`config.mk`:
```
export PLATFORM = sky130hd
export DESIGN_NAME = dvc_activation_ctrl
export DESIGN_NICKNAME = d
export VERILOG_FILES = /design/src/rtl/dvc_pkg.sv /design/src/rtl/dvc_window_meter.sv /design/src/rtl/dvc_forecast.sv /design/src/rtl/dvc_decide.sv /design/src/rtl/dvc_activation_ctrl.sv
export SDC_FILE = /design/constraint.sdc
export NUM_CORES = 1
export LEC_CHECK = 0
export BUFFER_PORTS_ARGS = -buffer_cell sky130_fd_sc_hd__buf_2
export CORE_AREA = 2 2 82 64
export CTS_BUF_LIST = sky130_fd_sc_hd__clkbuf_2 sky130_fd_sc_hd__clkbuf_4 sky130_fd_sc_hd__clkbuf_8
export CTS_CLUSTER_SIZE = 12
export DETAILED_ROUTE_END_ITERATION = 10
export DIE_AREA = 0 0 84 66
export GPL_ROUTABILITY_DRIVEN = 0
export GPL_TIMING_DRIVEN = 0
export PLACE_DENSITY = 0.77
export SYNTH_ARGS = -nofsm -noshare
export SYNTH_HDL_FRONTEND = slang
export SYNTH_SLANG_ARGS = --single-unit
```
`constraint.sdc`:
```
create_clock -name clk -period 10 [get_ports clk]
set_clock_uncertainty 0.15 [all_clocks]
set_input_delay 2 -clock clk [delete_from_list [all_inputs] [get_ports clk]]
set_output_delay 2 -clock clk [all_outputs]
set_load 0.02 [all_outputs]
```
`src/rtl/dvc_pkg.sv`:
```
package dvc_pkg;

  // Outcome of the per-window decision step.
  typedef enum logic [1:0] {
    STEP_HOLD = 2'd0,
    STEP_UP   = 2'd1,
    STEP_DOWN = 2'd2
  } step_e;

  // Width needed to count from 0 to v inclusive.
  function automatic int count_w(input int v);
    return (v < 2) ? 1 : $clog2(v + 1);
  endfunction

endpackage

```
`src/rtl/dvc_window_meter.sv`:
```
module dvc_window_meter #(
  parameter int NUM_VC  = 4,
  parameter int WIN_CYC = 4,
  parameter int SUMW    = dvc_pkg::count_w((NUM_VC + 1) * WIN_CYC)
) (
  input  logic              clk,
  input  logic              rst,
  input  logic              link_act,
  input  logic [NUM_VC-1:0] vc_lock,
  output logic              win_end,
  output logic [SUMW-1:0]   win_total
);
  localparam int PHW = (WIN_CYC > 1) ? $clog2(WIN_CYC) : 1;
  localparam int CW  = dvc_pkg::count_w(WIN_CYC);

  logic [PHW-1:0] phase_q;
  logic [CW-1:0]  link_cnt_q;
  logic [CW-1:0]  lock_cnt_q [NUM_VC];

  assign win_end = (phase_q == PHW'(WIN_CYC - 1));

  always_ff @(posedge clk) begin
    if (rst || win_end) phase_q <= '0;
    else                phase_q <= phase_q + 1'b1;
  end

  always_ff @(posedge clk) begin
    if (rst || win_end) link_cnt_q <= '0;
    else                link_cnt_q <= link_cnt_q + CW'(link_act);
  end

  for (genvar g = 0; g < NUM_VC; g++) begin : g_lock
    always_ff @(posedge clk) begin
      if (rst || win_end) lock_cnt_q[g] <= '0;
      else                lock_cnt_q[g] <= lock_cnt_q[g] + CW'(vc_lock[g]);
    end

    // a per-channel count never reaches the window length before closing
    lock_cnt_bound_chk: assert property (@(posedge clk) disable iff (rst)
      int'(lock_cnt_q[g]) < WIN_CYC);
  end

  // Window total includes the current (closing) cycle's inputs.
  always_comb begin
    win_total = SUMW'(link_cnt_q) + SUMW'(link_act);
    for (int i = 0; i < NUM_VC; i++)
      win_total = win_total + SUMW'(lock_cnt_q[i]) + SUMW'(vc_lock[i]);
  end

  // the window phase returns to zero right after a closing edge
  win_wrap_chk: assert property (@(posedge clk) disable iff (rst)
    win_end |=> (phase_q == '0));
endmodule

```
`src/rtl/dvc_forecast.sv`:
```
module dvc_forecast #(
  parameter int NUM_VC   = 4,
  parameter int WIN_CYC  = 4,
  parameter int FRAC     = 8,
  parameter int ALPHA_Q  = 12,
  parameter int ALPHA_SH = 4,
  parameter int SUMW     = dvc_pkg::count_w((NUM_VC + 1) * WIN_CYC),
  parameter int FW       = FRAC + 1
) (
  input  logic            clk,
  input  logic            rst,
  input  logic            win_end,
  input  logic [SUMW-1:0] win_total,
  output logic [FW-1:0]   pred_next,
  output logic [FW-1:0]   past_q
);
  localparam int NH_SH = $clog2(NUM_VC * WIN_CYC);
  localparam int SCW   = SUMW + FRAC;
  localparam int BW    = FW + ALPHA_SH + 1;
  localparam logic [FW-1:0] ONE = FW'(1) << FRAC;

  logic [SCW-1:0] scaled;
  logic [FW-1:0]  act;
  logic [BW-1:0]  blend;
  logic [BW-1:0]  blend_sh;

  // traffic = (link + locks) / (2 * n * H), in Q.FRAC
  assign scaled = {win_total, {FRAC{1'b0}}} >> (NH_SH + 1);
  assign act    = (scaled > SCW'(ONE)) ? ONE : scaled[FW-1:0];

  // exponential filter with constant weights (shift-and-add multipliers)
  assign blend    = BW'(ALPHA_Q) * BW'(act)
                  + BW'((1 << ALPHA_SH) - ALPHA_Q) * BW'(past_q);
  assign blend_sh = blend >> ALPHA_SH;
  assign pred_next = (blend_sh > BW'(ONE)) ? ONE : blend_sh[FW-1:0];

  always_ff @(posedge clk) begin
    if (rst)          past_q <= '0;
    else if (win_end) past_q <= pred_next;
  end

  // stored forecast never exceeds full scale
  past_range_chk: assert property (@(posedge clk) disable iff (rst)
    past_q <= ONE);

  // stored forecast is held between window closes
  past_hold_chk: assert property (@(posedge clk) disable iff (rst)
    !win_end |=> $stable(past_q));
endmodule

```
`src/rtl/dvc_decide.sv`:
```
module dvc_decide #(
  parameter int NUM_VC = 4,
  parameter int FRAC   = 8,
  parameter int FW     = FRAC + 1,
  parameter int RW     = dvc_pkg::count_w(NUM_VC)
) (
  input  logic              clk,
  input  logic              rst,
  input  logic              win_end,
  input  logic [FW-1:0]     pred_next,
  input  logic [FW-1:0]     past_q,
  input  logic [NUM_VC-1:0] vc_lock,
  output logic [RW-1:0]     req_q,
  output logic [NUM_VC-1:0] en_q
);
  import dvc_pkg::*;

  // step of one count = 1 / (2 * NUM_VC) of full scale
  localparam int TSH = FRAC - $clog2(NUM_VC) - 1;

  logic [FW-1:0]     up_thr;
  logic [FW-1:0]     dn_thr;
  step_e             step;
  logic [RW-1:0]     req_d;
  logic [NUM_VC-1:0] en_d;

  assign up_thr = FW'(req_q) << TSH;
  assign dn_thr = FW'(req_q - 1'b1) << TSH;

  always_comb begin
    step = STEP_HOLD;
    if (win_end) begin
      if (pred_next > past_q && pred_next > up_thr && int'(req_q) < NUM_VC)
        step = STEP_UP;
      else if (pred_next < past_q && pred_next < dn_thr && req_q > RW'(1))
        step = STEP_DOWN;
    end
  end

  always_comb begin
    unique case (step)
      STEP_UP:   req_d = req_q + 1'b1;
      STEP_DOWN: req_d = req_q - 1'b1;
      default:   req_d = req_q;
    endcase
  end

  for (genvar g = 0; g < NUM_VC; g++) begin : g_en
    assign en_d[g] = (int'(req_d) > g) || (en_q[g] && vc_lock[g]);

    // a locked channel that is enabled stays enabled
    lock_hold_chk: assert property (@(posedge clk) disable iff (rst)
      (en_q[g] && vc_lock[g]) |=> en_q[g]);
  end

  always_ff @(posedge clk) begin
    if (rst) begin
      req_q <= RW'(1);
      en_q  <= NUM_VC'(1);
    end else begin
      req_q <= req_d;
      en_q  <= en_d;
    end
  end

  // count stays inside 1..NUM_VC
  req_range_chk: assert property (@(posedge clk) disable iff (rst)
    req_q >= RW'(1) && int'(req_q) <= NUM_VC);

  // count moves by at most one per edge
  req_step_chk: assert property (@(posedge clk) disable iff (rst)
    1'b1 |=> (req_q == $past(req_q) || req_q == $past(req_q) + 1'b1
              || req_q == $past(req_q) - 1'b1));

  // count is frozen except on a window-closing edge
  req_freeze_chk: assert property (@(posedge clk) disable iff (rst)
    !win_end |=> $stable(req_q));

  // at least req_q channels are enabled
  en_cover_chk: assert property (@(posedge clk) disable iff (rst)
    $countones(en_q) >= int'(req_q));
endmodule

```
`src/rtl/dvc_activation_ctrl.sv`:
```
module dvc_activation_ctrl #(
  parameter int NUM_VC   = 4,
  parameter int WIN_CYC  = 4,
  parameter int FRAC     = 8,
  parameter int ALPHA_Q  = 12,
  parameter int ALPHA_SH = 4
) (
  input  logic                          clk,
  input  logic                          rst,
  input  logic                          link_act,
  input  logic [NUM_VC-1:0]             vc_lock,
  output logic [$clog2(NUM_VC+1)-1:0]   req_count,
  output logic [NUM_VC-1:0]             vc_enable
);
  localparam int SUMW = dvc_pkg::count_w((NUM_VC + 1) * WIN_CYC);
  localparam int FW   = FRAC + 1;
  localparam int RW   = $clog2(NUM_VC + 1);

  logic            win_end;
  logic [SUMW-1:0] win_total;
  logic [FW-1:0]   pred_next;
  logic [FW-1:0]   past_q;

  dvc_window_meter #(
    .NUM_VC (NUM_VC),
    .WIN_CYC(WIN_CYC),
    .SUMW   (SUMW)
  ) u_meter (
    .clk      (clk),
    .rst      (rst),
    .link_act (link_act),
    .vc_lock  (vc_lock),
    .win_end  (win_end),
    .win_total(win_total)
  );

  dvc_forecast #(
    .NUM_VC  (NUM_VC),
    .WIN_CYC (WIN_CYC),
    .FRAC    (FRAC),
    .ALPHA_Q (ALPHA_Q),
    .ALPHA_SH(ALPHA_SH),
    .SUMW    (SUMW),
    .FW      (FW)
  ) u_forecast (
    .clk      (clk),
    .rst      (rst),
    .win_end  (win_end),
    .win_total(win_total),
    .pred_next(pred_next),
    .past_q   (past_q)
  );

  dvc_decide #(
    .NUM_VC(NUM_VC),
    .FRAC  (FRAC),
    .FW    (FW),
    .RW    (RW)
  ) u_decide (
    .clk      (clk),
    .rst      (rst),
    .win_end  (win_end),
    .pred_next(pred_next),
    .past_q   (past_q),
    .vc_lock  (vc_lock),
    .req_q    (req_count),
    .en_q     (vc_enable)
  );
endmodule

```
-- Yosys cells after proc, flatten, opt, wreduce, memory -nomap -nowiden
Memories as Yosys holds them, arrays and structs flattened.
Index checks and enable logic that the tools add are counted.
- register bits after elaboration: 21
- RAM bits: 12
- bits of input ports: 7
- output and inout port bits: 7
- word-level logic and storage cells: 71
- memories: 1
- $add $sub $neg: 19
- multipliers: 1
- $lt $le $gt $ge: 12
- equality and inequality tests: 3
- multiplexer cells: 13
- bitwise gates (word level): 4
- reduce and logical (&&, ||, !) cells: 13
- memory list (memory ; depth ; width ; read ports ; clocked after memory_dff ; wr ports ; RTL line ; RTL):
    u_meter.lock_cnt_q ; 4 ; 3 ; 4 ; 0 ; 4 ; dvc_window_meter.sv:18 ; logic [CW-1:0] lock_cnt_q [NUM_VC];
- operators with widths (operator ; count):
    adder 5 x 1 -> 5 bit ; 4
    adder 5 x 3 -> 5 bit ; 4
    < comparator 9 bit ; 2
    2-to-1 mux 9 bit ; 2
    adder 3 x 1 -> 3 bit ; 5
    adder 13 x 11 -> 14 bit ; 1
    2-to-1 mux 3 bit ; 4
    multiplier 2 x 9 -> 11 bit (first input constant) ; 1
    greater-than comparator 10 x 9 -> 1 bit (second input constant) ; 1
    greater-than comparator 3 x 1 -> 1 bit (second input constant) ; 3
    greater-than comparator 8 x 9 -> 1 bit (second input constant) ; 1
    greater-than comparator 9 x 8 -> 1 bit ; 1
    greater-than comparator 9 bit ; 1
    logical AND 1 bit ; 8
    greater-than comparator 3 x 2 -> 1 bit (second input constant) ; 2
    2-to-1 mux 2 bit ; 3
    case mux 3 bit (2 select lines) ; 1
    logical OR 1 bit ; 5
    adder 3 x 1 -> 4 bit ; 1
    == test 2 bit (second input constant) ; 2
    OR 1 bit ; 4
    subtractor 3 x 1 -> 4 bit (second input constant) ; 1
    adder 3 x 1 -> 3 bit (second input constant) ; 1
    < comparator 3 bit (second input constant) ; 1
    4 further kinds ; 6

-- Logic depth before layout (Yosys ltp)
Gate-level depths: netlist (run 1).
- depth in word-level cells: 25
- gate-level depth with buffers: 36
- depth with buffers taken out: 36

-- Hierarchy
Synthesis (run 1) repeated with hierarchy kept, for this count alone.
- cells, all modules: 315
- area, all modules: 2840.2 um^2
- modules (own cells, without submodules) (module ; instances ; cells an instance ; area an instance (um^2) ; sequential area each (um^2)):
    dvc_window_meter ; 1 ; 111 ; 1144.8 ; 340.3
    dvc_forecast ; 1 ; 106 ; 865.8 ; 180.2
    dvc_decide ; 1 ; 98 ; 829.5 ; 140.1

-- Least setup slack after synthesis (run 1)
OpenSTA, ideal clock, no wires.
- kind: input port to flip-flop
- start: input link_act
- end: register u_decide.en_q[1]
- library setup time: 0.138 ns
- arrival: 9.176 ns
- required time: 9.712 ns
- slack: 0.536 ns
- stages: 32
- buffers on the path: 1
- cell sequence: ha_1 -> inv_1 -> fa_1 -> fa_1 -> fa_1 -> fa_1 -> fa_1 -> xnor2_1 -> inv_1 -> fa_1 -> inv_1 -> a21o_1 -> a21oi_1 -> xnor2_1 -> ha_1 -> o21a_1 -> or2_2 -> o311a_4 -> buf_6 -> nor2_1 -> ha_1 -> or4_1 -> o21ai_0 -> o21ai_0 -> a2111oi_0 -> ha_1 -> inv_1 -> fa_1 -> xor2_1 -> nor2_1 -> xnor2_1 -> a31oi_1
- longest elaborated chain between the ends: 25
- elaborated cells between the ends (all ways): 31
- classes of those cells: add/sub (10); mul (1); order compare (7); eq/ne (2); mux (6); reduce/logical (5)
- RTL lines (item ; RTL line ; RTL):
    start: declaration ; dvc_activation_ctrl.sv:10 ; input logic link_act,
    adder 3 x 1 -> 4 bit (*) ; dvc_window_meter.sv:45 ; win_total = SUMW'(link_cnt_q) + SUMW'(link_act);
    adder 5 x 3 -> 5 bit (*) ; dvc_window_meter.sv:47 ; win_total = win_total + SUMW'(lock_cnt_q[i]) + SUMW'(vc_lock[i]);
    adder 5 x 1 -> 5 bit (*) ; dvc_window_meter.sv:47 ;
    adder 5 x 3 -> 5 bit (*) ; dvc_window_meter.sv:47 ;
    adder 5 x 1 -> 5 bit (*) ; dvc_window_meter.sv:47 ;
    adder 5 x 3 -> 5 bit (*) ; dvc_window_meter.sv:47 ;
    adder 5 x 1 -> 5 bit (*) ; dvc_window_meter.sv:47 ;
    adder 5 x 3 -> 5 bit (*) ; dvc_window_meter.sv:47 ;
    [7 not listed] ; n/a ;
    via pred_next[8] ; dvc_activation_ctrl.sv:21 ; logic [FW-1:0] pred_next;
    [1 not listed] ; n/a ;
    logical AND 1 bit (2 in a row) ; dvc_decide.sv:35 ; else if (pred_next < past_q && pred_next < dn_thr && req_q > RW'(1))
    2-to-1 mux 2 bit ; dvc_decide.sv:35 ;
    2-to-1 mux 2 bit (*) ; dvc_decide.sv:33 ; if (pred_next > past_q && pred_next > up_thr && int'(req_q) < NUM_VC)
    2-to-1 mux 2 bit (*) ; dvc_decide.sv:32 ; if (win_end) begin
    == test 2 bit / == test 2 x 1 -> 1 bit (equally long branches) ; dvc_decide.sv:41 ; unique case (step)
    case mux 3 bit (2 select lines) (*) ; dvc_decide.sv:41 ;
    greater-than comparator 3 x 1 -> 1 bit (*) ; dvc_decide.sv:49 ; assign en_d[g] = (int'(req_d) > g) || (en_q[g] && vc_lock[g]);
    logical OR 1 bit (*) ; dvc_decide.sv:49 ;
    end signal: assignment ; dvc_decide.sv:62 ; en_q <= en_d;
    end: declaration ; dvc_decide.sv:14 ; output logic [NUM_VC-1:0] en_q
Mark *: on every way through the listed nets, which the timed path passes. The rest lies on a longest branch.
A chain may end at the register's enable or synchronous reset.

-- Final worst setup path (run 1)
- start: input link_act
- end: register u_decide.en_q[2]
- longest elaborated chain between the ends: 25
- elaborated cells between the ends (all ways): 31
- classes of those cells: add/sub (10); mul (1); order compare (7); eq/ne (2); mux (6); reduce/logical (5)
- RTL lines (item ; RTL line):
    adder 3 x 1 -> 4 bit (*) ; dvc_window_meter.sv:45
    adder 5 x 3 -> 5 bit (*) ; dvc_window_meter.sv:47
    adder 5 x 1 -> 5 bit (*) ; dvc_window_meter.sv:47
    adder 5 x 3 -> 5 bit (*) ; dvc_window_meter.sv:47
    adder 5 x 1 -> 5 bit (*) ; dvc_window_meter.sv:47
    adder 5 x 3 -> 5 bit (*) ; dvc_window_meter.sv:47
    adder 5 x 1 -> 5 bit (*) ; dvc_window_meter.sv:47
    adder 5 x 3 -> 5 bit (*) ; dvc_window_meter.sv:47
    [7 not listed] ; n/a
    via pred_next[8] ; dvc_activation_ctrl.sv:21
    [1 not listed] ; n/a
    logical AND 1 bit (2 in a row) ; dvc_decide.sv:35
    2-to-1 mux 2 bit ; dvc_decide.sv:35
    2-to-1 mux 2 bit (*) ; dvc_decide.sv:33
    2-to-1 mux 2 bit (*) ; dvc_decide.sv:32
    == test 2 bit / == test 2 x 1 -> 1 bit (equally long branches) ; dvc_decide.sv:41
    case mux 3 bit (2 select lines) (*) ; dvc_decide.sv:41
    greater-than comparator 3 x 2 -> 1 bit (*) ; dvc_decide.sv:49
    logical OR 1 bit (*) ; dvc_decide.sv:49
Marked as above.

==> metrics.txt, run 1 <==
# TYPE chip_impl_metric gauge
chip_impl_info{name="outcome",value="finished clean"} 1
chip_impl_metric{name="timing.slew.headroom",unit=""} 0.626
chip_impl_info{name="startpoint_of_the_lowest_slack_hold_path",value="u_meter.phase_q[0]"} 1
chip_impl_metric{name="mappedNetlistArea",unit="mm²"} 0.00266
chip_impl_metric{name="fp.coreArea",unit="mm²"} 0.00476
chip_impl_metric{name="fraction_of_synthesized_cell_area_taken_by_the_top_area_cell_type",unit=""} 0.249
chip_impl_info{name="worst_r2r_startpoint",value="u_meter.link_cnt_q[0]"} 1
chip_impl_info{name="synthTopCellsByArea",value="sky130_fd_sc_hd__dfxtp_1, sky130_fd_sc_hd__ha_1, sky130_fd_sc_hd__fa_1, sky130_fd_sc_hd__inv_1, sky130_fd_sc_hd__xnor2_1"} 1
chip_impl_metric{name="max_cap_violations",unit=""} 0
chip_impl_metric{name="cp.required",unit="ns"} 10.00
chip_impl_metric{name="postRouteWirelength",unit="mm"} 5.18
chip_impl_metric{name="num_vias",unit=""} 2029
chip_impl_metric{name="timing_worst_slew_pin_value",unit="ns"} 0.556
chip_impl_info{name="grt_most_used_layer",value="met2"} 1
chip_impl_metric{name="hold_violations",unit=""} 0
chip_impl_metric{name="grt_max_degree",unit=""} 12
chip_impl_metric{name="core.rowCount",unit=""} 22
chip_impl_metric{name="final_number_of_max_transition_violations",unit=""} 0
chip_impl_metric{name="slack_of_the_critical_path",unit="ns"} 0.426
chip_impl_info{name="cts_tree",value="built"} 1
chip_impl_metric{name="groute.layer.met2.usage",unit=""} 0.346
chip_impl_metric{name="synth-edff-count",unit=""} 0
chip_impl_metric{name="clk_path_buf_depth",unit=""} 2
chip_impl_metric{name="setup_viol_count_final",unit=""} 0
chip_impl_metric{name="yosys_warnings",unit=""} 0
chip_impl_metric{name="antenna_found_initial",unit=""} 0
chip_impl_metric{name="drc",unit=""} 0
chip_impl_metric{name="post-place-ws",unit="ns"} -0.431
chip_impl_metric{name="critical_path_peak_fanout",unit=""} 11
chip_impl_metric{name="regToRegSetupSlack",unit="ns"} 1.95
chip_impl_metric{name="syn-instance-count",unit=""} 294
chip_impl_metric{name="first_global_vias",unit=""} 2042
chip_impl_info{name="timing.critical_path.slowest_stage_cell",value="sky130_fd_sc_hd__fa_1"} 1
chip_impl_metric{name="global_route.usage.total",unit=""} 0.203
chip_impl_metric{name="dieWidth",unit="µm"} 84
chip_impl_metric{name="final_net_count",unit=""} 386
chip_impl_metric{name="synthToLayoutAreaGrowth",unit="%"} 14.0
chip_impl_metric{name="cts.sink_count",unit=""} 33
chip_impl_metric{name="ys_types",unit=""} 40
chip_impl_metric{name="port_buffers",unit=""} 13
chip_impl_metric{name="synth_async_sr_flop_share",unit=""} 0
chip_impl_info{name="min_delay_worst_endpoint",value="u_meter.phase_q[0]"} 1
chip_impl_metric{name="grt.met1_usage",unit=""} 0.272
chip_impl_metric{name="die_area",unit="mm²"} 0.00554
chip_impl_info{name="clock-root-buffer",value="sky130_fd_sc_hd__clkbuf_8"} 1
chip_impl_metric{name="drt-pass1-iter-count",unit=""} 4
chip_impl_metric{name="fmaxAchievable",unit="MHz"} 104
chip_impl_metric{name="globalRouteOverflowTotal",unit=""} 0
chip_impl_metric{name="first_iter_violations",unit=""} 60
chip_impl_info{name="yosys.area.top_type",value="sky130_fd_sc_hd__dfxtp_1"} 1
chip_impl_metric{name="clock_tree.htree_level_count",unit=""} 2
chip_impl_metric{name="number_of_nets_with_antenna_violations_after_detailed_routing",unit=""} 0
chip_impl_metric{name="final_min_period_over_clock_period",unit=""} 0.957
chip_impl_metric{name="cts.clk_slew.worst_paths",unit="ns"} 0.07
chip_impl_info{name="reg2reg_to",value="u_decide.en_q[2]"} 1
chip_impl_metric{name="min_period",unit="ns"} 9.57
chip_impl_metric{name="critical_path.n_buffers_inverters",unit=""} 5
chip_impl_metric{name="final_core_utilization",unit=""} 0.636
chip_impl_metric{name="final_layout_size_suffix_gt1_frac",unit=""} 0.150
chip_impl_metric{name="avgRoutedWirePerCell",unit="µm"} 13.6
chip_impl_info{name="worst_setup_path_end_kind",value="register"} 1
chip_impl_metric{name="min_path_cells",unit=""} 1
chip_impl_metric{name="place_hpwl",unit="mm"} 4.09
chip_impl_info{name="path_delay_family",value="adder cells"} 1
chip_impl_metric{name="first_pass_grt_wire_length",unit="mm"} 9.01
chip_impl_metric{name="ioPinCount",unit=""} 14
chip_impl_metric{name="clkLatencyLatePin",unit="ns"} 0.29
chip_impl_info{name="startpoint_type",value="input port"} 1
chip_impl_metric{name="globalRouteMet3Util",unit=""} 0.0275
chip_impl_metric{name="insertedDiodeCount",unit=""} 0
chip_impl_info{name="criticalPathCategory",value="in -> reg"} 1
chip_impl_metric{name="post_drt_via_cell_ratio",unit=""} 5.34
chip_impl_metric{name="cts_hold_buffers",unit=""} 0
chip_impl_info{name="min_path_type",value="reg -> reg"} 1
chip_impl_metric{name="cts_inserted_buffers",unit=""} 5
chip_impl_info{name="ys_dominant_reg_cell",value="sky130_fd_sc_hd__dfxtp_1"} 1
chip_impl_metric{name="postSynthRegisterBits",unit=""} 33
chip_impl_metric{name="seq_total_area_yosys",unit=""} 0.249
chip_impl_metric{name="slowest_delay",unit="ns"} 0.60
chip_impl_metric{name="cp_data_arrival_time",unit="ns"} 9.58
chip_impl_metric{name="die_h",unit="µm"} 66
chip_impl_metric{name="synth.avg_cell_area",unit="µm²"} 9.03
chip_impl_metric{name="floorplan.initialDensity",unit=""} 0.558
chip_impl_metric{name="syn_nets",unit=""} 361
chip_impl_metric{name="reg2regPathDepth",unit=""} 34
## metrics by stage
step	setup TNS, ns	instance area (µm²)	instances	hold WS (ns)
floorplan	0	2660	294	0.249
global placement	-1.39	2800	367	0.257
detailed placement	-2.26	2800	367	0.291
CTS	0	2900	375	0.310
global route	-0.108	3030	380	0.331
finish	0	3030	380	0.309
## registers in the layout (all words and copies together) (netlist names)
register            cells
u_meter.lock_cnt_q     12
u_forecast.past_q       9
u_decide.en_q           4
u_decide.req_q          3
u_meter.link_cnt_q      3
u_meter.phase_q         2
## placed cells by master, fill, tap and decap left out, drive strengths merged, types with 7 or more instances in the layout
cell,instances
and2,13
a21oi,13
nor2,22
inv,46
clkbuf,9
nand2,11
ha,45
dfxtp,33
o21ai,10
nand2b,7
xnor2,11
fa,15
buf,19
## worst max path at each step
stage                                   to  depth (start not counted)  startpoint
after global placement    u_decide.en_q[1]                         33    link_act
after global routing      u_decide.en_q[2]                         36    link_act
after CTS                 u_decide.en_q[2]                         33    link_act
after floorplan           u_decide.en_q[1]                         32    link_act
after detailed placement  u_decide.en_q[1]                         33    link_act
final                     u_decide.en_q[2]                         35    link_act
## synthesized netlist by cell type, types with 5 or more instances
| cell type | count |
|---|---|
| sky130_fd_sc_hd__inv_1 | 46 |
| sky130_fd_sc_hd__ha_1 | 45 |
| sky130_fd_sc_hd__dfxtp_1 | 33 |
| sky130_fd_sc_hd__nor2_1 | 22 |
| sky130_fd_sc_hd__fa_1 | 15 |
| sky130_fd_sc_hd__a21oi_1 | 13 |
| sky130_fd_sc_hd__and2_1 | 13 |
| sky130_fd_sc_hd__nand2_1 | 11 |
| sky130_fd_sc_hd__xnor2_1 | 11 |
| sky130_fd_sc_hd__o21ai_0 | 10 |
| sky130_fd_sc_hd__nand2b_1 | 7 |
| sky130_fd_sc_hd__o21a_1 | 6 |
| sky130_fd_sc_hd__xor2_1 | 6 |
| sky130_fd_sc_hd__nand3_1 | 5 |
## cell families after synthesis
group | Yosys count | share of synthesized area
AND/OR/NAND/NOR | 77 | 0.148
adder cells (fa/ha/maj) | 60 | 0.325
AO/OA/AOI/OAI | 55 | 0.143
buffers and inverters | 51 | 0.0749
flip-flops | 33 | 0.249
XOR/XNOR | 17 | 0.0561
multiplexers | 1 | 0.00377
## routing by layer
metal | vias up | routed length, µm
met5 | - | 0
met4 | 0 | 85
met3 | 7 | 171
met2 | 32 | 2360
met1 | 957 | 2570
li1 | 1033 | -
## layout make-up
| type | instances | area [µm²] |
|---|---|---|
| well taps | 60 | 75.1 |
| fillers | 399 | 1740 |
| repair buffers | 18 | 103 |
| clock buffers | 5 | 68.8 |
| flip-flops and latches | 33 | 661 |
| clock inverters | 3 | 17.5 |
| plain buffers | 5 | 30.0 |
| inverters | 46 | 173 |
| multi-input cells | 210 | 1900 |
## timing repair
item | in CTS | in global routing
gates resized for setup | 2 | 20
pin swaps | 0 | 13
endpoints found under the setup margin | 5 | 6
setup buffers | 0 | 5
Power of run 1 is not shown: default switching activity piles up to over one toggle a cycle in this logic, so the estimate is an artifact.
==> inputs of run 2 (changes only) <==
--- a/config.mk
+++ b/config.mk
@@ -14,6 +14,7 @@
 export GPL_ROUTABILITY_DRIVEN = 0
 export GPL_TIMING_DRIVEN = 0
 export PLACE_DENSITY = 0.77
+export RECOVER_POWER = 100
 export SYNTH_ARGS = -nofsm -noshare
 export SYNTH_HDL_FRONTEND = slang
 export SYNTH_SLANG_ARGS = --single-unit
==> run 2 against run 1 <==
- die area unchanged
- core utilization shrank 0.21 points
- worst hold slack improved by 0.0024 ns
- non-clock buffer count is the same
- maximum frequency hardly changed
- worst setup slack better by 0.0010 ns
- critical path type unchanged
- register-to-register slack hardly changed
- routed wire length is 0.17% lower
- global-route usage unchanged
- clock-buffer cell count unchanged
- first-iteration DRC count is 1.7% lower
==> metrics.txt, run 2 (same netlist as run 1, synthesis figures left out) <==
# TYPE chip_impl_metric gauge
chip_impl_metric{name="reg2regPathDepth",unit=""} 34
chip_impl_metric{name="cp_num_cells",unit=""} 35
chip_impl_info{name="min_path_type",value="reg -> reg"} 1
chip_impl_metric{name="largest_register_ffs",unit=""} 12
chip_impl_metric{name="hold_violations",unit=""} 0
chip_impl_metric{name="min_period",unit="ns"} 9.57
chip_impl_metric{name="ioPinCount",unit=""} 14
chip_impl_metric{name="critical_path_peak_fanout",unit=""} 11
chip_impl_info{name="path_delay_family",value="adder cells"} 1
chip_impl_info{name="crit_path_end",value="u_decide.en_q[2]"} 1
chip_impl_info{name="cts_tree",value="built"} 1
chip_impl_metric{name="global_route.usage.total",unit=""} 0.203
chip_impl_info{name="startpoint_type",value="input port"} 1
chip_impl_metric{name="core.rowCount",unit=""} 22
chip_impl_info{name="clock-root-buffer",value="sky130_fd_sc_hd__clkbuf_8"} 1
chip_impl_info{name="outcome",value="finished clean"} 1
chip_impl_metric{name="final_cells",unit=""} 380
chip_impl_metric{name="slowest_delay",unit="ns"} 0.60
chip_impl_metric{name="cp.required",unit="ns"} 10.00
chip_impl_metric{name="fmaxAchievable",unit="MHz"} 104
chip_impl_metric{name="dieWidth",unit="µm"} 84
chip_impl_metric{name="antenna_found_initial",unit=""} 0
chip_impl_metric{name="postLayoutCellArea",unit="mm²"} 0.00302
chip_impl_info{name="timing.critical_path.slowest_stage_cell",value="sky130_fd_sc_hd__fa_1"} 1
chip_impl_metric{name="final_number_of_max_transition_violations",unit=""} 0
chip_impl_metric{name="clock_tree.htree_level_count",unit=""} 2
chip_impl_metric{name="drc",unit=""} 0
chip_impl_metric{name="synthToLayoutAreaGrowth",unit="%"} 13.6
chip_impl_metric{name="num_vias",unit=""} 2024
chip_impl_metric{name="cts.sink_count",unit=""} 33
chip_impl_info{name="final_cell_mix",value="sky130_fd_sc_hd__inv_1, sky130_fd_sc_hd__ha_1, sky130_fd_sc_hd__dfxtp_1, sky130_fd_sc_hd__nor2_1, sky130_fd_sc_hd__fa_1"} 1
chip_impl_metric{name="regToRegSetupSlack",unit="ns"} 1.95
chip_impl_metric{name="globalRouteOverflowTotal",unit=""} 0
chip_impl_metric{name="floorplan.initialDensity",unit=""} 0.558
chip_impl_info{name="final_common_cell",value="sky130_fd_sc_hd__inv_1"} 1
chip_impl_metric{name="slack_of_the_critical_path",unit="ns"} 0.427
chip_impl_metric{name="critical_path.n_buffers_inverters",unit=""} 5
chip_impl_metric{name="first_iter_violations",unit=""} 59
chip_impl_metric{name="avgRoutedWirePerCell",unit="µm"} 13.6
chip_impl_info{name="biggestRegsByFlops",value="u_meter.lock_cnt_q (12), u_forecast.past_q (9), u_decide.en_q (4)"} 1
chip_impl_metric{name="first_pass_grt_wire_length",unit="mm"} 9.01
chip_impl_metric{name="final_min_period_over_clock_period",unit=""} 0.957
chip_impl_info{name="reg2reg_to",value="u_decide.en_q[2]"} 1
chip_impl_metric{name="place_hpwl",unit="mm"} 4.09
chip_impl_metric{name="insertedDiodeCount",unit=""} 0
chip_impl_metric{name="postRouteWirelength",unit="mm"} 5.18
chip_impl_info{name="criticalPathCategory",value="in -> reg"} 1
chip_impl_metric{name="setup_viol_count_final",unit=""} 0
chip_impl_metric{name="post-place-ws",unit="ns"} -0.431
chip_impl_metric{name="fp.coreArea",unit="mm²"} 0.00476
chip_impl_metric{name="clk_path_buf_depth",unit=""} 2
chip_impl_metric{name="cp_data_arrival_time",unit="ns"} 9.57
chip_impl_metric{name="first_global_vias",unit=""} 2042
chip_impl_metric{name="die_area",unit="mm²"} 0.00554
chip_impl_metric{name="final_core_utilization",unit=""} 0.633
chip_impl_metric{name="number_of_nets_with_antenna_violations_after_detailed_routing",unit=""} 0
chip_impl_metric{name="final_layout_size_suffix_gt1_frac",unit=""} 0.125
chip_impl_metric{name="drt-pass1-iter-count",unit=""} 4
chip_impl_metric{name="die_h",unit="µm"} 66
chip_impl_metric{name="timing.slew.headroom",unit=""} 0.625
chip_impl_metric{name="cts_inserted_buffers",unit=""} 5
chip_impl_info{name="worst_r2r_startpoint",value="u_meter.link_cnt_q[0]"} 1
chip_impl_metric{name="grt_max_degree",unit=""} 12
chip_impl_metric{name="timing_worst_slew_pin_value",unit="ns"} 0.556
chip_impl_info{name="crit_start",value="link_act"} 1
chip_impl_metric{name="port_buffers",unit=""} 13
chip_impl_metric{name="number_of_placed_instances_with_taps_included",unit=""} 367
chip_impl_metric{name="clkLatencyLatePin",unit="ns"} 0.29
chip_impl_metric{name="final_net_count",unit=""} 386
chip_impl_info{name="registers.top_by_ff_count",value="u_meter.lock_cnt_q"} 1
chip_impl_metric{name="max_cap_violations",unit=""} 0
chip_impl_metric{name="post_drt_via_cell_ratio",unit=""} 5.33
chip_impl_metric{name="placed_area",unit="mm²"} 0.00280
chip_impl_metric{name="cts_hold_buffers",unit=""} 0
chip_impl_metric{name="cts.clk_slew.worst_paths",unit="ns"} 0.07
chip_impl_info{name="worst_setup_path_end_kind",value="register"} 1
[run 2: worst min-delay path by stage]
stage                             startpoint                  to  slack, ns  cells past startpoint
after CTS                 u_meter.phase_q[0]  u_meter.phase_q[0]       0.31                      1
after global routing      u_meter.phase_q[0]  u_meter.phase_q[0]       0.33                      1
after floorplan           u_meter.phase_q[0]  u_meter.phase_q[0]       0.25                      1
after detailed placement  u_meter.phase_q[0]  u_meter.phase_q[0]       0.29                      1
after global placement    u_meter.phase_q[0]  u_meter.phase_q[0]       0.26                      1
final                     u_meter.phase_q[0]  u_meter.phase_q[0]       0.31                      1
[run 2: final cells by class]
type	instances	area, µm²
clock inverters	3	17.5
inverters	46	173
plain buffers	5	30.0
multi-input cells	210	1900
repair buffers	18	92.6
flip-flops and latches	33	661
well taps	60	75.1
fillers	403	1750
clock buffers	5	68.8
[run 2: per-stage QoR]
stage | hold slack, ns | TNS, ns
after floorplan | 0.249 | 0
after global placement | 0.257 | -1.39
after detailed placement | 0.291 | -2.26
after CTS | 0.310 | 0
after global routing | 0.331 | -0.108
final | 0.311 | 0
[run 2: worst register-to-register path: cells and delay by family (launching register included)]
| kind | cells | cell delay (ns) |
|---|---|---|
| AOI/OAI and AO/OA | 9 | 1.53 |
| DFF | 1 | 0.30 |
| xor gates and xnor gates | 4 | 0.73 |
| adders and majority gates | 11 | 3.80 |
| buffers and inverters | 4 | 0.32 |
| and+or+nand+nor | 6 | 1.12 |
[run 2: repair_timing]
item	4_1_cts	5_1_grt
cloned	0	0
pin swaps	0	13
endpoints found under the setup margin	5	6
setup buffers	0	5
gates resized for setup	2	20
[run 2: metal layers]
| layer | share of wire | track usage |
|---|---|---|
| met3 | 0.035 | 0.0275 |
| met4 | 0.014 | 0.0625 |
| met5 | 0 | 0 |
| met1 | 0.49 | 0.272 |
| met2 | 0.46 | 0.346 |
Power of run 2 is left out for the same reason.
